[config.mk]
export PLATFORM = sky130hd
export DESIGN_NAME = npc_unit
export DESIGN_NICKNAME = d
export VERILOG_FILES = /design/src/rtl/npc_pkg.sv /design/src/rtl/npc_cond_eval.sv /design/src/rtl/npc_target_gen.sv /design/src/rtl/npc_unit.sv
export SDC_FILE = /design/constraint.sdc
export NUM_CORES = 1
export LEC_CHECK = 0
export BUFFER_PORTS_ARGS = -buffer_cell sky130_fd_sc_hd__clkbuf_2
export CORE_ASPECT_RATIO = 1.1
export CORE_MARGIN = 3
export CORE_UTILIZATION = 45
export CTS_CLUSTER_DIAMETER = 60
export CTS_CLUSTER_SIZE = 16
export DETAILED_ROUTE_END_ITERATION = 7
export GPL_TIMING_DRIVEN = 0
export PLACE_DENSITY_LB_ADDON = 0.15
export SETUP_SLACK_MARGIN = 0.15
export SLEW_MARGIN = 20
export SYNTH_ARGS = -nofsm -noshare
export SYNTH_HDL_FRONTEND = slang
export SYNTH_SLANG_ARGS = --single-unit
[constraint.sdc]
create_clock -name clk -period 3.3 [get_ports clk]
set_input_delay 0.165 -clock clk [delete_from_list [all_inputs] [get_ports clk]]
set_output_delay 0.165 -clock clk [all_outputs]
set_load 0.005 [all_outputs]
[src/rtl/npc_pkg.sv]
package npc_pkg;

    localparam int XLEN  = 32;
    localparam int RIDXW = 5;

    typedef enum logic [3:0] {
        CF_SEQ  = 4'd0,
        CF_BEQ  = 4'd1,
        CF_BNE  = 4'd2,
        CF_BLTZ = 4'd3,
        CF_BGTZ = 4'd4,
        CF_BLEZ = 4'd5,
        CF_BGEZ = 4'd6,
        CF_BRA  = 4'd7,
        CF_CALL = 4'd8,
        CF_JREG = 4'd9
    } cf_kind_e;

    typedef struct packed {
        logic [XLEN-1:0]  pc;
        logic             redirect;
        logic [XLEN-1:0]  lval;
        logic             lwe;
        logic [RIDXW-1:0] ldst;
    } npc_res_t;

    // Relative transfers share one target formula.
    function automatic logic is_relative(cf_kind_e k);
        return (k == CF_BEQ) || (k == CF_BNE) || (k == CF_BLTZ) ||
               (k == CF_BGTZ) || (k == CF_BLEZ) || (k == CF_BGEZ) ||
               (k == CF_BRA);
    endfunction

endpackage

[src/rtl/npc_cond_eval.sv]
module npc_cond_eval
    import npc_pkg::*;
#(
    parameter int W = XLEN
) (
    input  cf_kind_e       kind,
    input  logic [W-1:0]   a,
    input  logic [W-1:0]   b,
    output logic           take
);
    logic eq, neg, zero;

    assign eq   = (a == b);
    assign neg  = b[W-1];
    assign zero = (b == '0);

    always_comb begin
        unique case (kind)
            CF_BEQ:  take = eq;
            CF_BNE:  take = !eq;
            CF_BLTZ: take = neg;
            CF_BGTZ: take = !neg && !zero;
            CF_BLEZ: take = neg || zero;
            CF_BGEZ: take = !neg;
            CF_BRA:  take = 1'b1;
            default: take = 1'b0;
        endcase
    end
endmodule

[src/rtl/npc_target_gen.sv]
module npc_target_gen
    import npc_pkg::*;
#(
    parameter int W    = XLEN,
    parameter int OFFW = 16,
    parameter int STEP = 4
) (
    input  logic [W-1:0]    pc,
    input  logic [OFFW-1:0] off,
    output logic [W-1:0]    seq_pc,
    output logic [W-1:0]    rel_pc
);
    localparam int SH = $clog2(STEP);

    logic [W-1:0] off_ext;

    assign off_ext = {{(W-OFFW){off[OFFW-1]}}, off};
    assign seq_pc  = pc + W'(STEP);
    assign rel_pc  = seq_pc + (off_ext << SH);
endmodule

[src/rtl/npc_unit.sv]
module npc_unit
    import npc_pkg::*;
#(
    parameter int OFFW   = 16,
    parameter int STEP   = 4,
    parameter int RA_IDX = 31
) (
    input  logic              clk,
    input  logic              rst,
    input  logic [XLEN-1:0]   cur_pc,
    input  logic [XLEN-1:0]   opnd_a,
    input  logic [XLEN-1:0]   opnd_b,
    input  logic [OFFW-1:0]   br_off,
    input  logic [XLEN-1:0]   jmp_tgt,
    input  logic [3:0]        cf_kind,
    output logic [XLEN-1:0]   nxt_pc,
    output logic              redirect,
    output logic [XLEN-1:0]   link_val,
    output logic              link_we,
    output logic [RIDXW-1:0]  link_dst
);
    cf_kind_e        kind;
    logic            take;
    logic [XLEN-1:0] seq_pc, rel_pc;
    npc_res_t        nxt_d, res_q;

    assign kind = cf_kind_e'(cf_kind);

    npc_cond_eval #(.W(XLEN)) u_cond (
        .kind (kind),
        .a    (opnd_a),
        .b    (opnd_b),
        .take (take)
    );

    npc_target_gen #(.W(XLEN), .OFFW(OFFW), .STEP(STEP)) u_tgt (
        .pc     (cur_pc),
        .off    (br_off),
        .seq_pc (seq_pc),
        .rel_pc (rel_pc)
    );

    always_comb begin
        nxt_d          = '0;
        nxt_d.pc       = seq_pc;
        if (is_relative(kind) && take) begin
            nxt_d.pc       = rel_pc;
            nxt_d.redirect = 1'b1;
        end else if (kind == CF_CALL) begin
            nxt_d.pc       = jmp_tgt;
            nxt_d.redirect = 1'b1;
            nxt_d.lval     = seq_pc;
            nxt_d.lwe      = 1'b1;
            nxt_d.ldst     = RIDXW'(RA_IDX);
        end else if (kind == CF_JREG) begin
            nxt_d.pc       = opnd_a;
            nxt_d.redirect = 1'b1;
        end
    end

    always_ff @(posedge clk) begin
        if (rst) res_q <= '0;
        else     res_q <= nxt_d;
    end

    assign nxt_pc   = res_q.pc;
    assign redirect = res_q.redirect;
    assign link_val = res_q.lval;
    assign link_we  = res_q.lwe;
    assign link_dst = res_q.ldst;
endmodule

# ---- Word-level counts from Yosys, hierarchy flattened
# Index checks and enable logic that the tools add are counted.
dict set report classes {
  n_mux 5
  bitwise 1
  n_reduce_logical 15
  n_eq_ne 10
  addsub 2
}
# op count
set op_table {}
lappend op_table {{$mux W33} 3}
lappend op_table {{$add A32 B3 Y32 const B} 1}
lappend op_table {{$add A32 B32 Y32} 1}
lappend op_table {{$eq A32 B32 Y1} 1}
lappend op_table {{$logic_not A32 Y1} 1}
lappend op_table {{$eq A4 B3 Y1 const B} 4}
lappend op_table {{$eq A4 B2 Y1 const B} 2}
lappend op_table {{$eq A4 B4 Y1 const B} 2}
lappend op_table {{$logic_or A1 B1 Y1} 7}
lappend op_table {{$pmux W1 S7} 1}
lappend op_table {{$mux W6} 1}
lappend op_table {{$eq A4 B1 Y1 const B} 1}
lappend op_table {{$logic_not A1 Y1} 3}
lappend op_table {{$reduce_or A3 Y1} 1}
lappend op_table {{$logic_and A1 B1 Y1} 2}
lappend op_table {{$reduce_or A2 Y1} 1}
lappend op_table {{$not A1 Y1} 1}
dict set report word_totals {
  output_inout_bits 71
  reg_bits 71
  in_bits 150
}

# ---- Logic depth before layout (Yosys ltp)
dict set report logic_depth {
  depth_word 9
  depth_mapped 15
  mapped_depth_nobuf 15
}

# ---- By module
# From an unflattened synthesis, not the netlist that was laid out.
dict set report unflattened {
  hier_cells 656
  area_unflattened_um2 5735.5
}
# module area_per_inst_um2 cells_per_inst seq_area_each_um2 n_inst
set modules_own_cells {}
lappend modules_own_cells {npc_unit 3145.5 299 1321.3 1}
lappend modules_own_cells {npc_target_gen 2092.0 293 0.0 1}
lappend modules_own_cells {npc_cond_eval 498.0 64 0.0 1}

# ---- Worst setup path before layout
# Ideal clock, no wire load.
dict set report synth_path {
  path_type {input port to flip-flop}
  from {input cur_pc[2]}
  to {register res_q, in the netlist nxt_pc[31]}
  n_path_buf 1
  setup_slack_ns 0.084
  cell_stages 15
  arrival_time_ns 3.154
  required_time_ns 3.238
  setup_ns 0.062
  cell_sequence {ha_1 > and4_1 > and2_1 > nand2_1 > xnor2_1 > ha_1 > clkbuf_1 > a21o_1 > nand2_1 > a21oi_1 > a2111oi_2 > a211oi_1 > o211a_1 > or4_1 > nand3_1}
}
dict set report synth_between {
  word_cells_on_any_way 5
}
# element line
set synth_rtl {}
lappend synth_rtl {{start: declaration} npc_unit.sv:10} ;# input logic [XLEN-1:0] cur_pc,
lappend synth_rtl {{$add A32 B3 Y32} npc_target_gen.sv:18} ;# assign seq_pc = pc + W'(STEP);
lappend synth_rtl {{named net seq_pc[16]} npc_unit.sv:24} ;# logic [XLEN-1:0] seq_pc, rel_pc;
lappend synth_rtl {{$add A32 B32 Y32} npc_target_gen.sv:19} ;# assign rel_pc = seq_pc + (off_ext << SH);
lappend synth_rtl {{$mux W33} npc_unit.sv:46} ;# if (is_relative(kind) && take) begin
lappend synth_rtl {{end signal: assignment} npc_unit.sv:63} ;# else res_q <= nxt_d;
lappend synth_rtl {{end: declaration} npc_unit.sv:25} ;# npc_res_t nxt_d, res_q;
# The timed path passes the listed nets, and every way through them passes these cells.
# A chain may end at the register's enable or synchronous reset.

# ---- Worst setup path in the final report
dict set report layout_path {
  from {input cur_pc[6]}
  to {register res_q, in the netlist nxt_pc[31]}
}
# Same word-level chain as after synthesis.

==> flow_results.org <==
** Drt
- Total number of vias :: between 6k and 7k
- Average routed wire per standard cell :: 19.0 um
- First-pass DRT Iterations :: 5
- Using the TritonRoute via totals, the vias-per-cell ratio works out to between 5 and 6.
- Antenna Nets Post-Route :: 0
- Count of routing violations after the opening detailed-route iteration :: approximately 380
- Post-route DRC :: 0
- After detailed routing, the total wire length is around 21000 um.

** Floorplanning
- Placeable core area :: between 10000 and 15000 um2
- The floorplan has slightly above 40 rows.
- I/O pin count :: approximately 220
- Horizontal die dimension :: between 100 and 150 um
- Die area :: about 13000 um2
- Die height :: 120 um
- Initial Utilization :: between 40% and 50%

** Worst setup path
- Along the worst path, the maximum fanout reaches 5.
- Worst endpoint data arrival time :: approximately 3.4 ns
- Broken down by cell family, the worst path's largest delay share belongs to simple AND/OR/NAND/NOR gates.
- Data on the critical path is required at its endpoint by about 3.6 ns.
- STA classifies the critical path startpoint as an input pin.
- Critical path capture point type :: flip-flop
- The critical path goes through buf_2 > and3_4 > and4_4 > and2_4 > nand4_1 > xor2_1 > inv_2 > ha_4 > and3_4 > nand4_1 > nor2b_2 > a2111oi_4 > a211oi_2 > o211a_1 > or4_1 > nand3_1.
- For this design, the slowest cell found on the critical path is or4_1.
- Largest stage delay, worst path :: 0.47 ns
- The critical path runs through a total of 16 cells.
- The critical path in this run is classified as in -> reg.
- Combined buffer and inverter count along the critical path :: 2

** Global route
- Via count of the first global-routing pass :: 5831
- The number of antenna violations at the first check in global routing was 0.
- First-pass GRT wire length :: 30300 um
- Entering global routing, the biggest net connects 21 pins.
- Total global routing overflow :: 0
- GRT Total Usage :: approximately 30%

** Hold path
- Worst hold path cell count :: 2
- In this run the worst hold path is classified as in -> reg.

** Yosys
- Yosys cell types :: 62
- Yosys mapped a number of flops with a built-in enable equal to 0.
- Of the synthesized area, sequential elements account for 24.7%.
- The most used flip-flop cell after synthesis is dfxtp_1.
- Summed over its instances, the top area cell type makes up around a quarter of the synthesized netlist area.
- Synthesis produced a netlist whose cell count is about 680.
- Async set-reset flop share out of synthesis :: 0%
- During synthesis, Yosys emitted a total of 0 warnings.
- Cell taking the most area after synthesis :: dfxtp_1
- Sorting the synthesized cells by how often they occur yields nand2_1, dfxtp_1, xnor2_1.
- Counting every net in the synthesized netlist gives between 800 and 900.
- The synthesized design contains between 60 and 70 register bits.
- In this run the mean area of a mapped cell was between 7 and 8 um2.
- Area of the mapped netlist :: between 5000 and 6000 um2
- Yosys instantiated no cell more often than nand2_1.
- By area the synthesized netlist is led by dfxtp_1, xnor2_1, ha_1, mux2i_1, nand2_1.

** Run
- Number of violations of the max-capacitance limit :: 0

** Timing
- Setup repair after global routing could not meet its margin everywhere.
- Slew margin rel. :: 33.7%
- Hold Violations, Final :: 0
- Setup violations remaining at the end of the flow were counted as 0.
- In the final timing run, aggregate negative setup slack is 0 ns.
- After layout, the worst setup slack is between 0.2 and 0.25 ns.
- Number of max-slew violations in the final report :: 0
- Post-layout min period :: 3.08 ns
- At the pin with the least slew margin, the transition time is ~0.99 ns.
- Worst hold-check slack :: 0.0457 ns
- Based on the critical path, the design can be clocked at up to 324 MHz.
- The final critical path takes up between 90% and 100% of the cycle.

** CTS
- Total of hold buffers inserted after clock tree synthesis :: 0
- Register clock-pin slew on the reported worst setup and hold paths :: around 0.06 ns
- Clock buffers created by TritonCTS :: 9
- The longest clock path from root to sink contains 2 buffers.
- The clock tree synthesis step divided the H-tree into 3 levels.
- CTS saw 66 sinks.
- Clock tree from TritonCTS :: built
- CTS placed an instance of clkbuf_16 at the clock tree root.

** Power
- Total power for the finished layout comes to 2.97 mW.
- Across the VDD grid, the largest voltage drop is between 200 and 250 uV.
- Reported leakage power :: approximately 3.6 nW
- Ratio of total power to cell area :: just under 400 nW/um2

** Layout
- The final layout contains around 1.1k nets.
- Once layout is complete, the utilization of the core stands at ~65%.
- The post-route netlist has 35.6% of its cells at a drive strength greater than 1.
- Number of standard cells in the final layout excluding fillers :: ~1.1k
- From synthesis to final layout, the design area changed by 41.3%.
- After routing the design area is 7560 um2.
- Footprint of the flip-flops and latches :: between 1000 and 1500 um2
- Area occupied by multi-input gates :: roughly 4100 um2
- Number of diodes :: 0
- Fill count :: 1034

** Placed design
- Total instance count after detailed placement :: roughly 1.0k
- In this run the tool buffered the top-level ports with roughly 220 buffer cells.
- Placement Cell Area :: roughly 6600 um2
- Post-DP HPWL :: 16800 um
- Post-placement setup slack :: -0.523 ns
- Routability-driven placement congestion ratio :: around 0.95

** Status
- Outcome :: completed
## repair_timing
| action | CTS | global route |
|---|---|---|
| setup buffers | 5 | 17 |
| resized for setup | 23 | 51 |
| pin swaps | 6 | 26 |
| setup endpoints to repair | 9 | 11 |
## state kept, by name (all words and copies together) (netlist names)
signal and flops:
redirect 1, link_dst 1, nxt_pc 32, link_val 32
## layout make-up
class,count,share of cell area (%)
Tap cell,150,2.48
Sequential cell,66,17.5
Inverter,35,1.74
Buffer,31,1.95
Timing Repair Buffer,241,16.8
Multi-Input combinational cell,543,54.6
Clock buffer,10,3.16
Clock inverter,6,1.82
## where the power goes
part,leakage [nW],switching (mW),internal [mW]
registers,0.541,0.0157,0.842
clock network,0.183,0.369,0.837
logic,2.84,0.510,0.398
total,3.56,0.895,2.08
## path summary, 6_finish.rpt
| kind | startpoint | endpoint | slack [ns] |
|---|---|---|---|
| max | cur_pc[6] | nxt_pc[31] | 0.22 |
| min | cur_pc[0] | link_val[0] | 0.05 |
## routing by layer
metal  global-route usage, %  part of all wire, %
met4                    11.6                  3.2
met3                    5.71                  8.0
met5                       0                    0
met1                    39.0                   43
met2                    48.6                   46
## logic make-up after synthesis
kind of cell               Yosys count  synth area share (%)
and+or+nand+nor                    237                  22.0
AOI/OAI and AO/OA                  160                  20.5
xor gates and xnor gates            78                  13.0
buffers and inverters               66                  5.12
DFF                                 66                  24.7
adders and majority gates           37                  8.80
muxes                               31                  5.85
## layout by cell type, fill, tap and decap left out, drive strengths merged, types with 3 or more instances in the layout
master and instances:
clkbuf 245, nand2 76, dfxtp 66, xnor2 58
nor2 55, a21oi 48, buf 37, ha 36
inv 35, mux2i 29, nand4 24, o211ai 19
and2 19, xor2 19, a21o 18, o21ai 15
nand3 15, a211oi 14, nor4 12, nor3 9
a31oi 9, and3 9, o21bai 6, o21a 5
or3 4, bufinv 4, and4 4, nor2b 4
a2111oi 4, o2111ai 3
Note: power is estimated with default switching activity, not from simulation.
